<file path="config.mk">
export PLATFORM = sky130hd
export DESIGN_NAME = pin_override_ctrl
export DESIGN_NICKNAME = d
export VERILOG_FILES = /design/src/rtl/pin_override_ctrl.sv
export SDC_FILE = /design/constraint.sdc
export NUM_CORES = 1
export LEC_CHECK = 0
export CAP_MARGIN = 15
export CORE_ASPECT_RATIO = 1.2
export CORE_MARGIN = 8
export CORE_UTILIZATION = 55
export CTS_CLUSTER_SIZE = 30
export DETAILED_ROUTE_END_ITERATION = 10
export GPL_TIMING_DRIVEN = 0
export PLACE_DENSITY = 0.86
export SETUP_SLACK_MARGIN = 0.5
export SYNTH_ARGS = -nofsm -noshare
export SYNTH_HDL_FRONTEND = slang
export SYNTH_SLANG_ARGS = --single-unit
</file>
<file path="constraint.sdc">
create_clock -name clk_i -period 5.3 [get_ports clk_i]
set_input_delay 0.53 -clock clk_i [delete_from_list [all_inputs] [get_ports clk_i]]
set_output_delay 0.53 -clock clk_i [all_outputs]
set_load 0.1 [all_outputs]
</file>
<file path="src/rtl/pin_override_ctrl.sv">
module pin_override_ctrl #(
  parameter int NPINS    = 7,
  parameter int DBW      = 16,
  parameter int NKEYS    = 3,
  parameter int KEY_LO   = 3,
  parameter int PWRB_IDX = 2,
  parameter int RST_IDX  = 1
) (
  input  logic                 clk_i,
  input  logic                 rst_ni,
  input  logic                 tick_i,
  input  logic [NPINS-1:0]     func_i,
  output logic [NPINS-1:0]     pins_o,
  input  logic                 wen_clr_i,
  output logic                 cfg_wen_o,
  input  logic                 allow_we_i,
  input  logic [2*NPINS-1:0]   allow_wdata_i,
  input  logic                 pol_we_i,
  input  logic [NPINS:0]       pol_wdata_i,
  input  logic                 abt_we_i,
  input  logic [DBW:0]         abt_wdata_i,
  input  logic                 abo_we_i,
  input  logic [NKEYS-1:0]     abo_sel_i,
  input  logic [NKEYS-1:0]     abo_val_i,
  input  logic                 ovr_en_we_i,
  input  logic [NPINS-1:0]     ovr_en_wdata_i,
  input  logic                 ovr_val_we_i,
  input  logic [NPINS-1:0]     ovr_val_wdata_i
);

  localparam logic [2*NPINS-1:0] ALLOW_RST = (2*NPINS)'(1) << RST_IDX;
  localparam logic [NPINS-1:0]   OVR_RST   = NPINS'(1) << RST_IDX;

  typedef enum logic [1:0] {AB_IDLE, AB_DEB, AB_BLK} ab_st_e;

  logic               wen_q;
  logic [2*NPINS-1:0] allow_q;
  logic [NPINS:0]     pol_q;
  logic [DBW-1:0]     tmr_q;
  logic               ab_en_q;
  logic [NKEYS-1:0]   sel_q, val_q;
  logic [NPINS-1:0]   ovr_en_q, ovr_val_q;

  always_ff @(posedge clk_i or negedge rst_ni) begin
    if (!rst_ni) begin
      wen_q     <= 1'b1;
      allow_q   <= ALLOW_RST;
      pol_q     <= '0;
      tmr_q     <= '0;
      ab_en_q   <= 1'b0;
      sel_q     <= '0;
      val_q     <= '0;
      ovr_en_q  <= OVR_RST;
      ovr_val_q <= '0;
    end else begin
      if (wen_clr_i) wen_q <= 1'b0;
      if (wen_q && allow_we_i) allow_q <= allow_wdata_i;
      if (wen_q && pol_we_i) pol_q <= pol_wdata_i;
      if (wen_q && abt_we_i) begin
        tmr_q   <= abt_wdata_i[DBW-1:0];
        ab_en_q <= abt_wdata_i[DBW];
      end
      if (wen_q && abo_we_i) begin
        sel_q <= abo_sel_i;
        val_q <= abo_val_i;
      end
      if (ovr_en_we_i)  ovr_en_q  <= ovr_en_wdata_i;
      if (ovr_val_we_i) ovr_val_q <= ovr_val_wdata_i;
    end
  end

  assign cfg_wen_o = wen_q;

  logic pwrb_now, pwrb_q, pwrb_fall;
  assign pwrb_now  = func_i[PWRB_IDX] ^ pol_q[NPINS];
  assign pwrb_fall = pwrb_q & ~pwrb_now;

  ab_st_e         st_q;
  logic [DBW-1:0] cnt_q;

  always_ff @(posedge clk_i or negedge rst_ni) begin
    if (!rst_ni) begin
      pwrb_q <= 1'b0;
      st_q   <= AB_IDLE;
      cnt_q  <= '0;
    end else begin
      pwrb_q <= pwrb_now;
      case (st_q)
        AB_IDLE: if (ab_en_q && pwrb_fall) begin
          st_q  <= AB_DEB;
          cnt_q <= '0;
        end
        AB_DEB: begin
          if (!ab_en_q || pwrb_now) st_q <= AB_IDLE;
          else if (cnt_q >= tmr_q)  st_q <= AB_BLK;
          else if (tick_i)          cnt_q <= cnt_q + 1'b1;
        end
        AB_BLK: if (!ab_en_q || pwrb_now) st_q <= AB_IDLE;
        default: st_q <= AB_IDLE;
      endcase
    end
  end

  logic blocking;
  assign blocking = (st_q == AB_BLK);

  for (genvar i = 0; i < NPINS; i++) begin : g_pin
    logic forced, normal;
    assign forced = ovr_en_q[i] &
                    (ovr_val_q[i] ? allow_q[NPINS+i] : allow_q[i]);
    if (i >= KEY_LO && i < KEY_LO + NKEYS) begin : g_key
      assign normal = (blocking && sel_q[i-KEY_LO]) ? val_q[i-KEY_LO] : func_i[i];
    end else begin : g_plain
      assign normal = func_i[i];
    end
    assign pins_o[i] = (forced ? ovr_val_q[i] : normal) ^ pol_q[i];
  end


  lock_sticky_chk: assert property (@(posedge clk_i) disable iff (!rst_ni)
    !wen_q |=> !wen_q);


  locked_cfg_stable_chk: assert property (@(posedge clk_i) disable iff (!rst_ni)
    !wen_q |=> ($stable(allow_q) && $stable(pol_q) && $stable(tmr_q) && $stable(sel_q)));


  release_unblocks_chk: assert property (@(posedge clk_i) disable iff (!rst_ni)
    (blocking && pwrb_now) |=> !blocking);


  block_after_debounce_chk: assert property (@(posedge clk_i) disable iff (!rst_ni)
    $rose(blocking) |-> $past(st_q == AB_DEB));


  disabled_no_block_chk: assert property (@(posedge clk_i) disable iff (!rst_ni)
    !ab_en_q |=> !blocking);

endmodule

</file>
==> impl_metrics.yaml <==
run_status:
  status: "finished, final reports clean"
die:
  die_h_um: 108
  num_io_pins: 84
  start_util_pct: 57.0
  die_area_sq_um: 10100
  die_w_um: 92.9
  row_count: 33
  core_region_area_sq_um: 6850
clock_network:
  cts_tree: "built"
  clockRootBuffer: "clkbuf_8"
  cts.sinks: 79
  clk_pin_slew_ns: 0.08
  cts.path.max_buffers: 2
  hold_buffers: 0
  post_cts_resize_count: 0
  htree_levels: 3
  post_cts_buffers: 0
  cts-buffers-inserted: 9
  clock_latency_ns: 0.36
setup_path:
  slowest_delay_ns: 1.19
  crit_required_ns: 4.77
  slowest_stage: "clkdlybuf4s50_1"
  r2r_start: "cnt_q[13]$_DFFE_PN0P_"
  crit_start: "st_q[0]$_DFFE_PN0P_"
  path_cells: "and2b_1, nand2_1, mux2i_1, a21oi_1, o21ai_0, xnor2_1, clkdlybuf4s50_1"
  arrival_ns: 3.06
  cp_max_fo: 5
  worstSetupEndpointType: "output port"
  crit_type: "reg2out"
  critPathBufInv: 1
  path_delay_family: "buffers and inverters"
  start_kind: "flip-flop"
pwr:
  pwr-share-seq_pct: 51.3
  power_density_nw_per_um2: 240
  p_comb_share_pct: 11.1
  ir_worst_vdd_mv: 0.201
  power.switching_mw: 0.297
  pwr-share-clk_pct: 37.6
  swShare_pct: 24.5
  internal-power_mw: 0.914
  leakage_nw: 2.31
synthesis:
  synth_nets: 431
  netlist_instances: 338
  ys_ff_latch: 79
  syn_avg_cell_area_sq_um: 11.5
  syn-cell-area_sq_um: 3900
  yosysUniqueCellTypes: 44
  ys_warn_count: 0
  ys_seq_area_share_pct: 50.7
finish:
  final_layout_size_suffix_gt1_share_pct: 20.6
  nNetsFinal: 524
  antenna_cells: 0
  area_growth_pct: 29.1
  final_common_cell: "clkdlybuf4s50_1"
  final_cell_mix: "clkdlybuf4s50_1 (80), dfrtp_1 (76), mux2_2 (60), nand2_1 (29), inv_1 (20)"
global_routing:
  grt_max_degree: 45
  track_usage_pct: 19.7
  overflow: 0
  first_global_vias: 3335
  antenna_found_initial: 0
  grt_pass1_wl_um: 15600
placement:
  portBuffers: 81
  pre_cts_ws_ns: 1.92
  dpl.hpwl_um: 7150
  place.gp.congestion: 0.867
sta:
  period_minus_slack_ns: 3.59
  slew_headroom_pct: 32.1
  finalHoldViolCount: 0
  totalNegativeSetupSlack_ns: 0
  final_max_slew_viol_count: 0
  finalSetupViolations: 0
  holdWs_ns: 0.131
  tightest_slew_ns: 1.02
  timing.final.crit_share_pct: 67.8
  max_freq_mhz: 278
  fin_ws_ns: 1.71
  grt_setup_unrepaired: "false"
  finalClockSkew_ns: 0.00760
detailed_routing:
  ant_nets: 0
  vias: 2988
  dr.pass1.iters: 6
  drc: 0
  finalWirelength_um: 9400
  wl_per_cell_um: 18.0
  drtIter0Drc: 157
  viasPerCell: 5.71
flow_run:
  drv_cap: 0
worst_hold_path:
  min_path_type: "in2async"
Yosys cell counts, drive strengths merged:
cell,n,area (sq um)
nor2b,1,6.26
nor4,3,33.8
ha,17,213
mux2i,3,30.0
o31ai,3,22.5
nand2,31,126
a31oi,5,46.3
a211oi,1,7.51
a21oi,20,111
dfstp,3,78.8
dfrtp,76,1900
mux2,60,676
buf,2,15.0
inv,20,75.1
o41ai,4,35.0
o21ai,25,125
nor2,13,48.8
and4,1,8.76
nor3,4,20.0
o21bai,1,7.51
and3,6,37.5
and2b,2,16.3
a41oi,1,8.76
or2b,1,7.51
nand2b,1,13.8
a2111o,1,11.3
o22a,1,8.76
a311oi,1,8.76
xnor2,4,42.6
nand4,7,50.1
and2,2,12.5
clkbuf,6,22.5
nand3,8,40.0
xor2,4,35.0
kinds of logic (layout without fill, tap and decap cells):
group           count (synthesis)  after routing  synth area share, %
xor+xnor                        8              8                 1.99
fa+ha+maj                      17             17                 5.45
flops                          79             79                 50.7
buf+inv                        28            126                 2.88
simple gates                   80             80                 10.8
mux                            63             63                 18.1
compound gates                 63             63                 10.1
flip-flops by register name, indices dropped and copies added, names as in the netlist, 2 cells and up:
register / flops
cnt_q: 16
ovr_en_q: 7
val_q: 3
pol_q: 8
allow_q: 14
st_q: 2
tmr_q: 16
ovr_val_q: 7
sel_q: 3
area by class of cell:
class	count	area, sq um
repair buffers	82	828
multi-input cells	231	1810
fillers	471	1810
clock buffers	11	141
flip-flops and latches	79	1980
clock inverters	5	58.8
well taps	87	109
inverters	20	75.1
plain buffers	8	37.5
power by group through the flow:
stage,sequential (mW),clock (mW),combinational (mW)
2_1_floorplan,0.631,0,0.0539
3_3_place_gp,0.632,0,0.131
3_5_place_dp,0.633,0,0.135
4_1_cts,0.621,0.460,0.136
5_1_grt,0.623,0.482,0.144
6_report,0.621,0.456,0.134
worst paths after layout:
check | endpoint | slack [ns] | cells after the start
max in group asynchronous | cfg_wen_o$_DFFE_PN1P_ | 4.53 | 2
min in group clk_i | cnt_q[15]$_DFFE_PN0P_ | 0.50 | 1
setup / recovery | pins_o[4] | 1.71 | 7
hold / removal | tmr_q[7]$_DFFE_PN0P_ | 0.13 | 1
setup reg to reg | cnt_q[7]$_DFFE_PN0P_ | 2.77 | 8
hold reg to reg | cnt_q[15]$_DFFE_PN0P_ | 0.50 | 1
metrics by stage:
stage / instances / power (mW) / utilization (%) / instance area [sq um]
after global routing: 523 / 1.25 / 73.5 / 5040
after floorplan: 338 / 0.685 / - / 3900
after global placement: 506 / 0.763 / 70.4 / 4820
final: 523 / 1.21 / 73.5 / 5040
after detailed placement: 507 / 0.769 / 70.6 / 4840
after CTS: 523 / 1.22 / 73.5 / 5040
routing by layer:
metal / up-vias / global-route usage [%] / wire [um] / part of all wire (%)
met4: 0 / 9.23 / 246 / 2.6
met2: 112 / 34.1 / 4800 / 51
li1: 1394 / - / - / -
met1: 1460 / 20.3 / 3500 / 37
met3: 22 / 8.11 / 851 / 9.1
met5: - / 0 / 0 / 0
(Power assumes the default switching activity.)
